## config.mk

```make
export PLATFORM = sky130hd
export DESIGN_NAME = seqcpu_core
export DESIGN_NICKNAME = d
export VERILOG_FILES = /design/src/rtl/seqcpu_pkg.sv /design/src/rtl/seqcpu_regfile.sv /design/src/rtl/seqcpu_alsu.sv /design/src/rtl/seqcpu_stepctl.sv /design/src/rtl/seqcpu_core.sv
export SDC_FILE = /design/constraint.sdc
export NUM_CORES = 2
export LEC_CHECK = 0
export BUFFER_PORTS_ARGS = -buffer_cell sky130_fd_sc_hd__buf_4
export CORE_ASPECT_RATIO = 1.4
export CORE_MARGIN = 2
export CORE_UTILIZATION = 65
export DETAILED_ROUTE_END_ITERATION = 16
export GPL_TIMING_DRIVEN = 0
export PLACE_DENSITY_LB_ADDON = 0.25
export REMOVE_ABC_BUFFERS = 1
export SKIP_CTS_REPAIR_TIMING = 1
export SYNTH_ARGS = -nofsm -noshare
export SYNTH_HDL_FRONTEND = slang
export SYNTH_HIERARCHICAL = 1
export SYNTH_SLANG_ARGS = --single-unit
```

## constraint.sdc

```tcl
create_clock -name clk -period 280.1 [get_ports clk]
set_input_delay 28.01 -clock clk [delete_from_list [all_inputs] [get_ports clk]]
set_output_delay 28.01 -clock clk [all_outputs]
set_load 0.05 [all_outputs]
```

## src/rtl/seqcpu_pkg.sv

```systemverilog
package seqcpu_pkg;
   // instruction word layout
   localparam int INSTR_W = 16;
   localparam int OP_W    = 5;
   localparam int RIDX_W  = 3;
   localparam int OP_LSB  = 11;
   localparam int RA_LSB  = 8;
   localparam int RB_LSB  = 5;
   localparam int RC_LSB  = 2;
   localparam int IMM_W   = 5;
   localparam int DISP_W  = 8;

   localparam logic [OP_W-1:0] OPC_DIV  = 5'd5;
   localparam logic [OP_W-1:0] OPC_MUL  = 5'd7;
   localparam logic [OP_W-1:0] OPC_JPL  = 5'd16;
   localparam logic [OP_W-1:0] OPC_LOAD = 5'd29;

   localparam int STEP_W = 3;
   typedef enum logic [STEP_W-1:0] {
      ST_T0 = 3'd0, ST_T1 = 3'd1, ST_T2 = 3'd2, ST_T3 = 3'd3,
      ST_T4 = 3'd4, ST_T5 = 3'd5, ST_T6 = 3'd6, ST_RSV = 3'd7
   } step_t;
endpackage

```

## src/rtl/seqcpu_regfile.sv

```systemverilog
module seqcpu_regfile #(
   parameter int DATA_W = 16,
   parameter int NREGS  = 8,
   localparam int IDX_W = $clog2(NREGS)
) (
   input  logic              clk,
   input  logic              rst_n,
   input  logic              we,
   input  logic [IDX_W-1:0]  widx,
   input  logic [DATA_W-1:0] wdata,
   input  logic [IDX_W-1:0]  ridx_a,
   input  logic [IDX_W-1:0]  ridx_b,
   input  logic [IDX_W-1:0]  ridx_c,
   output logic [DATA_W-1:0] rdata_a,
   output logic [DATA_W-1:0] rdata_b,
   output logic [DATA_W-1:0] rdata_c,
   output logic [DATA_W-1:0] rdata_r0
);
   logic [DATA_W-1:0] regs_q [NREGS];

   generate
      if (NREGS < 2) begin : g_bad_depth
         $error("seqcpu_regfile: NREGS must be at least 2");
      end
   endgenerate

   always_ff @(posedge clk) begin
      for (int i = 0; i < NREGS; i++) begin
         if (!rst_n)
            regs_q[i] <= '0;
         else if (we && (widx == IDX_W'(i)))
            regs_q[i] <= wdata;
      end
   end

   assign rdata_a  = regs_q[ridx_a];
   assign rdata_b  = regs_q[ridx_b];
   assign rdata_c  = regs_q[ridx_c];
   assign rdata_r0 = regs_q[0];
endmodule

```

## src/rtl/seqcpu_alsu.sv

```systemverilog
module seqcpu_alsu #(
   parameter int DATA_W = 16,
   localparam int WIDE_W = 2 * DATA_W
) (
   input  logic [DATA_W-1:0] buf_a,
   input  logic [DATA_W-1:0] opnd_b,
   input  logic [DATA_W-1:0] hi_part,
   output logic [WIDE_W-1:0] product,
   output logic [DATA_W-1:0] quotient,
   output logic [DATA_W-1:0] remainder,
   output logic              div_zero
);
   logic [WIDE_W-1:0] dividend;
   logic [WIDE_W-1:0] divisor;

   assign product  = WIDE_W'(buf_a) * WIDE_W'(opnd_b);
   assign dividend = {hi_part, buf_a};
   assign divisor  = WIDE_W'(opnd_b);
   assign div_zero = (opnd_b == '0);

   always_comb begin
      if (div_zero) begin
         quotient  = '0;
         remainder = '0;
      end else begin
         quotient  = DATA_W'(dividend / divisor);
         remainder = DATA_W'(dividend % divisor);
      end
   end
endmodule

```

## src/rtl/seqcpu_stepctl.sv

```systemverilog
module seqcpu_stepctl
   import seqcpu_pkg::*;
(
   input  logic  clk,
   input  logic  rst_n,
   input  logic  run,
   input  logic  last,
   output step_t step,
   output logic  busy
);
   step_t step_d;

   always_comb begin
      if (last)
         step_d = ST_T0;
      else begin
         case (step)
            ST_T0:   step_d = run ? ST_T1 : ST_T0;
            ST_T1:   step_d = ST_T2;
            ST_T2:   step_d = ST_T3;
            ST_T3:   step_d = ST_T4;
            ST_T4:   step_d = ST_T5;
            ST_T5:   step_d = ST_T6;
            default: step_d = ST_T0;
         endcase
      end
   end

   always_ff @(posedge clk) begin
      if (!rst_n) step <= ST_T0;
      else        step <= step_d;
   end

   assign busy = (step != ST_T0) || run;
endmodule

```

## src/rtl/seqcpu_core.sv

```systemverilog
module seqcpu_core
   import seqcpu_pkg::*;
#(
   parameter int DATA_W = 16,
   parameter int NREGS  = 8,
   localparam int IDX_W = $clog2(NREGS)
) (
   input  logic              clk,
   input  logic              rst_n,
   input  logic              run,
   output logic              mem_rd,
   output logic [DATA_W-1:0] mem_addr,
   input  logic [DATA_W-1:0] mem_rdata,
   output logic              busy,
   output logic [2:0]        step,
   output logic [DATA_W-1:0] pc,
   output logic              wb_en,
   output logic [IDX_W-1:0]  wb_idx,
   output logic [DATA_W-1:0] wb_data,
   output logic              div_err
);
   generate
      if (DATA_W != INSTR_W) begin : g_bad_width
         $error("seqcpu_core: DATA_W must equal the instruction width");
      end
      if (IDX_W != RIDX_W) begin : g_bad_regs
         $error("seqcpu_core: NREGS must match the register field width");
      end
   endgenerate

   step_t             st;
   logic              last;
   logic [DATA_W-1:0] ir_q, a_q, c_q, ch_q;
   logic              con_q;
   logic [DATA_W-1:0] ra_val, rb_val, rc_val, r0_val;
   logic [2*DATA_W-1:0] product;
   logic [DATA_W-1:0] quotient, remainder;
   logic              div_zero;

   // instruction fields
   logic [OP_W-1:0]   f_op;
   logic [IDX_W-1:0]  f_ra, f_rb, f_rc;
   logic [DATA_W-1:0] f_imm, f_disp;
   logic              is_mul, is_div, is_jpl, is_load, is_known;

   assign f_op   = ir_q[OP_LSB +: OP_W];
   assign f_ra   = ir_q[RA_LSB +: IDX_W];
   assign f_rb   = ir_q[RB_LSB +: IDX_W];
   assign f_rc   = ir_q[RC_LSB +: IDX_W];
   assign f_imm  = {{(DATA_W-IMM_W){ir_q[IMM_W-1]}}, ir_q[IMM_W-1:0]};
   assign f_disp = {{(DATA_W-DISP_W){ir_q[DISP_W-1]}}, ir_q[DISP_W-1:0]};

   assign is_mul   = (f_op == OPC_MUL);
   assign is_div   = (f_op == OPC_DIV);
   assign is_jpl   = (f_op == OPC_JPL);
   assign is_load  = (f_op == OPC_LOAD);
   assign is_known = is_mul | is_div | is_jpl | is_load;

   seqcpu_stepctl i_stepctl (
      .clk   (clk),
      .rst_n (rst_n),
      .run   (run),
      .last  (last),
      .step  (st),
      .busy  (busy)
   );

   seqcpu_regfile #(.DATA_W(DATA_W), .NREGS(NREGS)) i_regfile (
      .clk      (clk),
      .rst_n    (rst_n),
      .we       (wb_en),
      .widx     (wb_idx),
      .wdata    (wb_data),
      .ridx_a   (f_ra),
      .ridx_b   (f_rb),
      .ridx_c   (f_rc),
      .rdata_a  (ra_val),
      .rdata_b  (rb_val),
      .rdata_c  (rc_val),
      .rdata_r0 (r0_val)
   );

   seqcpu_alsu #(.DATA_W(DATA_W)) i_alsu (
      .buf_a     (a_q),
      .opnd_b    (rc_val),
      .hi_part   (r0_val),
      .product   (product),
      .quotient  (quotient),
      .remainder (remainder),
      .div_zero  (div_zero)
   );

   // per-step control: memory port, write-back bus, end of instruction
   always_comb begin
      mem_rd   = 1'b0;
      mem_addr = pc;
      wb_en    = 1'b0;
      wb_idx   = f_ra;
      wb_data  = c_q;
      last     = 1'b0;
      case (st)
         ST_T0: mem_rd = run;
         ST_T2: last = !is_known;
         ST_T3: begin
            if (is_load) begin
               mem_rd   = 1'b1;
               mem_addr = rb_val + f_imm;
            end
         end
         ST_T4: begin
            if (is_load) begin
               wb_en   = 1'b1;
               wb_data = mem_rdata;
               last    = 1'b1;
            end
            if (is_jpl) last = 1'b1;
            if (is_div && div_zero) last = 1'b1;
         end
         ST_T5: begin
            wb_en   = 1'b1;
            wb_idx  = '0;
            wb_data = ch_q;
         end
         ST_T6: begin
            wb_en = 1'b1;
            last  = 1'b1;
         end
         default: ;
      endcase
   end

   // datapath registers
   always_ff @(posedge clk) begin
      if (!rst_n) begin
         pc      <= '0;
         ir_q    <= '0;
         a_q     <= '0;
         c_q     <= '0;
         ch_q    <= '0;
         con_q   <= 1'b0;
         div_err <= 1'b0;
      end else begin
         case (st)
            ST_T1: begin
               ir_q <= mem_rdata;
               pc   <= pc + 1'b1;
            end
            ST_T3: begin
               a_q   <= rb_val;
               con_q <= !ra_val[DATA_W-1];
            end
            ST_T4: begin
               if (is_mul)
                  {ch_q, c_q} <= product;
               if (is_div) begin
                  if (div_zero)
                     div_err <= 1'b1;
                  else begin
                     c_q  <= quotient;
                     ch_q <= remainder;
                  end
               end
               if (is_jpl && con_q)
                  pc <= pc + f_disp;
            end
            default: ;
         endcase
      end
   end

   assign step = st;
endmodule

```

Word-level counts from Yosys, hierarchy flattened

Memory sizes are Yosys's and may differ from the RTL's. A register that Yosys moved wholly into a read port is not among the register bits.
Cells that the tools add are included.

$add $sub $neg: 3
$mul: 1
Div/mod/pow operators: 2
Equality and inequality tests: 18
Multiplexer cells: 60
Bitwise logic cells: 12
Reductions and logical operators: 22

Operators by type and width:

| cell                                          | count |
|---|---|
| two-way mux 16 bit                            | 18 |
| one-hot mux 16 bit (2 select lines)           | 2 |
| adder 16 bit                                  | 2 |
| divider 32 x 16 -> 32 bit                     | 1 |
| remainder unit 32 x 16 -> 32 bit              | 1 |
| multiplier 16 x 16 -> 32 bit                  | 1 |
| two-way mux 1 bit                             | 29 |
| == test 3 bit, second input constant          | 7 |
| two-way mux 3 bit                             | 7 |
| one-hot mux 3 bit (6 select lines)            | 1 |
| adder 16 x 1 -> 16 bit, second input constant | 1 |
| logical NOT 16 bit                            | 1 |
| == test 3 x 2 -> 1 bit, second input constant | 4 |
| bitwise OR 1 bit                              | 11 |
| == test 5 x 3 -> 1 bit, second input constant | 2 |
| == test 5 bit, second input constant          | 2 |
| logical AND 1 bit                             | 10 |
| == test 3 x 1 -> 1 bit, second input constant | 2 |
| logical NOT 3 bit                             | 2 |
| one-hot mux 1 bit (2 select lines)            | 2 |
| OR reduction 2 bit                            | 2 |
| one-hot mux 1 bit (3 select lines)            | 1 |
| AND reduction 3 bit                           | 1 |
| nonzero test 3 bit                            | 1 |
| other kinds (6)                               | 7 |

Register bits: 85
RAM bits: 128
Input bits: 19
Output and inout bits: 58
Logic and storage cells: 127
Memories: 1

Memories:

| name             | depth | bits a word | read ports | clocked after Yosys merged registers in | write ports | line                 | text |
|---|---|---|---|---|---|---|---|
| i_regfile.regs_q | 8     | 16          | 4          | 3                                       | 8           | seqcpu_regfile.sv:19 | `logic [DATA_W-1:0] regs_q [NREGS];` |

Depth between registers and ports, before layout

Depth in word-level cells: 8
Mapped depth: 484
Mapped depth without buffers: 440

Modules after synthesis

The synthesis kept the hierarchy.

By module, submodules not included:

| module         | times used | cells each | area an instance (um2) | sequential area each (um2) |
|---|---|---|---|---|
| seqcpu_alsu    | 1          | 4268       | 31328.8                | 0.0 |
| seqcpu_regfile | 1          | 488        | 7951.4                 | 3843.7 |
| seqcpu_core    | 1          | 673        | 5066.1                 | 1641.6 |
| seqcpu_stepctl | 1          | 13         | 138.9                  | 60.1 |

Least setup slack after synthesis

OpenSTA, ideal clock, no wires.

Kind: register to register
Start point: register, netlist name ir_q[4]
End point: register ch_q[1]
Setup time: 0.131 ns
Arrival time: 92.765 ns
Required time: 279.969 ns
Slack: 187.204 ns
Cell stages (with the launch flop): 460
Path buffers: 51
Period minus slack after synthesis: 92.896 ns
Cells stage by stage: dfxtp_1 > buf_1 > mux4_1 > mux2_2 > buf_2 > or4_1 > buf_2 > nor4_2 > a31oi_1 > a31oi_1 > ha_1 > o21a_1 > or2_2 > nand2_1 > mux2_2 > ha_1 > or4b_2 > o211ai_1 > (+424 left out) > a21o_1 > a21o_1 > a21o_1 > a21o_1 > a21o_1 > a21o_1 > o21ai_0 > nand2b_1 > a21oi_1 > o211ai_1 > nor4_1 > o2111ai_1 > nor3_2 > nand4b_4 > nor2_4 > mux2_1 > o22ai_1 > a21oi_1

RTL lines:

| what                 | line               | text |
|---|---|---|
| to (signal assigned) | seqcpu_core.sv:154 | `{ch_q, c_q} <= product;` |
| to (signal assigned) | seqcpu_core.sv:160 | `ch_q <= remainder;` |
| to (decl)            | seqcpu_core.sv:33  | `logic [DATA_W-1:0] ir_q, a_q, c_q, ch_q;` |

==> impl_results.md <==
- Grt ovf: 0
- Placed Cells: 6,087
- Port Buf Inserts: 76
- Maximum clock frequency: 8.95 MHz
- Worst Clk Skew: 29.6 ps
- Worst-path clk slew: 80 ps
- Worst min-delay path category: register to register
- WP data required: 280,540 ps
- RSZ-0062 raised after global routing: no
- Most used cell, CP: o21a_1
- Fill cell count: 5,557
- Gr usage total: 37.1%
- Worst Setup Path Type: register to register
- First-pass GRT wire length: 208,000 microns
- Final Cycle Share: 39.9%
- IO Pins: 77
- Total CTS buffers: 18
- Nets: 5,995
- Share of cells above drive strength 1: 8.50%
- Post-DP HPWL: 97,900 microns
- Worst Max-Slew Pin Slew: 1490 ps
- Initial antenna violation count: 2
- Crit path max-delay cell type: and4_1
- Vias in the first global route: 40.8k
- Worst-case clock buffer depth: 3
- Cell row count: 112
- DRT Pass-1 Iters: 8
- Remaining antenna violation count after routing: 0
- Final min period: 111,710 ps
- Crit path launch type: register
- Syn. warnings: 6
- Top delay family on crit path: compound AO/OA/AOI/OAI gates
- Core box area: 0.0664 sq mm
- Cells after Synth: 5,392
- Slew Limit Fails: 1
- Die ar.: 0.0690 sq mm
- Routability Congestion: 0.982
- Critical Path Fanout Max: 37
- Clock tree from TritonCTS: built
- TNS Setup: 0 ps
- Final WL: 130,000 microns
- Post-Layout Cell Count: 6,124
- Worst path bufs/invs: 10
- Starting density of the core: 65.5%
- Height of the die: 310 microns
- Die X: 223 microns
- Vias per cell: 6.82
- Worst path max stage delay: 1090 ps
- Fin. Hold Viols: 0
- Final setup viols: 0
- P&R area growth vs syn: 3.79%
- Synthesized cell area: 0.0435 sq mm
- Largest net degree at the start of global routing: 65
- CTS root buf: clkbuf_16
- Worst-Skew Late Latency: 530 ps
- Mapped Avg Cell Area: 8.07 sq um
- H-tree depth: 1
- DRT iter0 DRCs: 3,439
- DRC: 0
- Crit path DAT: 112,140 ps
- Critical Path Sink Type: register
- Via count: 41.8k
- Rel. slew slack: -0.474%
- Clock sink count: 213
- Avg WL per Cell: 21.2 microns
- Failing checks: max-capacitance violations, max-slew violations
- Max cap viols: 1
- Status: finished, violations left
[registers in the layout, indices dropped and copies added, names as in the netlist]
name and count:
c_q 16, ir_q 16, div_err 1, pc 16
i_regfile/regs_q 128, ch_q 16, i_stepctl/step 3, con_q 1
a_q 16
[path summary, 6_finish.rpt]
kind / startpoint / slack, ps / to / cells after the start
min: c_q[15] / 480 / c_q[15] / 2
max: ir_q[2] / 168390 / ch_q[10] / 412
min reg2reg: c_q[15] / 480 / c_q[15] / 2
max reg2reg: ir_q[2] / 168390 / ch_q[10] / 412
[final cells by class]
class	instances	area, sq um	area share, %
sequential	213	5550	12.3
tap	855	1070	2.37
clock buffer	22	465	1.03
antenna	1	2.50	0.00554
clock inverter	9	120	0.266
multi-input combinational	4571	35600	78.8
inverter	349	1310	2.91
timing repair buffer	104	1060	2.35
[worst reg2reg max path, delay by kind of cell (launching register included)]
family | cells | cell delay (ps)
muxes | 12 | 4930
and+or+nand+nor | 107 | 31710
buffers and inverters | 10 | 2820
AOI/OAI and AO/OA | 252 | 61420
adders and majority gates | 31 | 10110
DFF | 1 | 680
[metal layers]
metal | part of all wire [%] | global-route usage (%) | vias up
li1 | - | - | 19500
met5 | 0 | 0 | -
met3 | 7.9 | 5.97 | 583
met4 | 7.1 | 24.7 | 0
met2 | 49 | 66.1 | 1951
met1 | 36 | 40.9 | 19700
[placed cells by master (no fill, tap or decap), types with 57 or more instances in the layout]
master,instances
dfxtp_1,81
xor2_1,85
o31ai_1,101
fa_1,197
o21a_1,213
ha_1,522
a21o_1,91
xnor2_1,134
inv_1,319
mux2_2,132
a21oi_1,330
mux4_1,57
o21ai_0,214
nand2_1,638
edfxtp_1,128
nand3_1,76
nor2_1,387
nor3_1,353
buf_4,78
and2_1,91
[through the flow]
stage                     setup WS, ps  utilization (%)  hold slack [ps]  area, sq um
after floorplan                 185340                -              449        42300
after global placement          165920             66.2              460        44000
after detailed placement        169810             67.0              468        44500
after CTS                       169340             67.9              481        45100
after global routing            159980             68.0              506        45200
final                           168390             68.0              482        45200
Power is not shown: default switching activity piles up to over one toggle a cycle in this logic, so the estimate is an artifact.
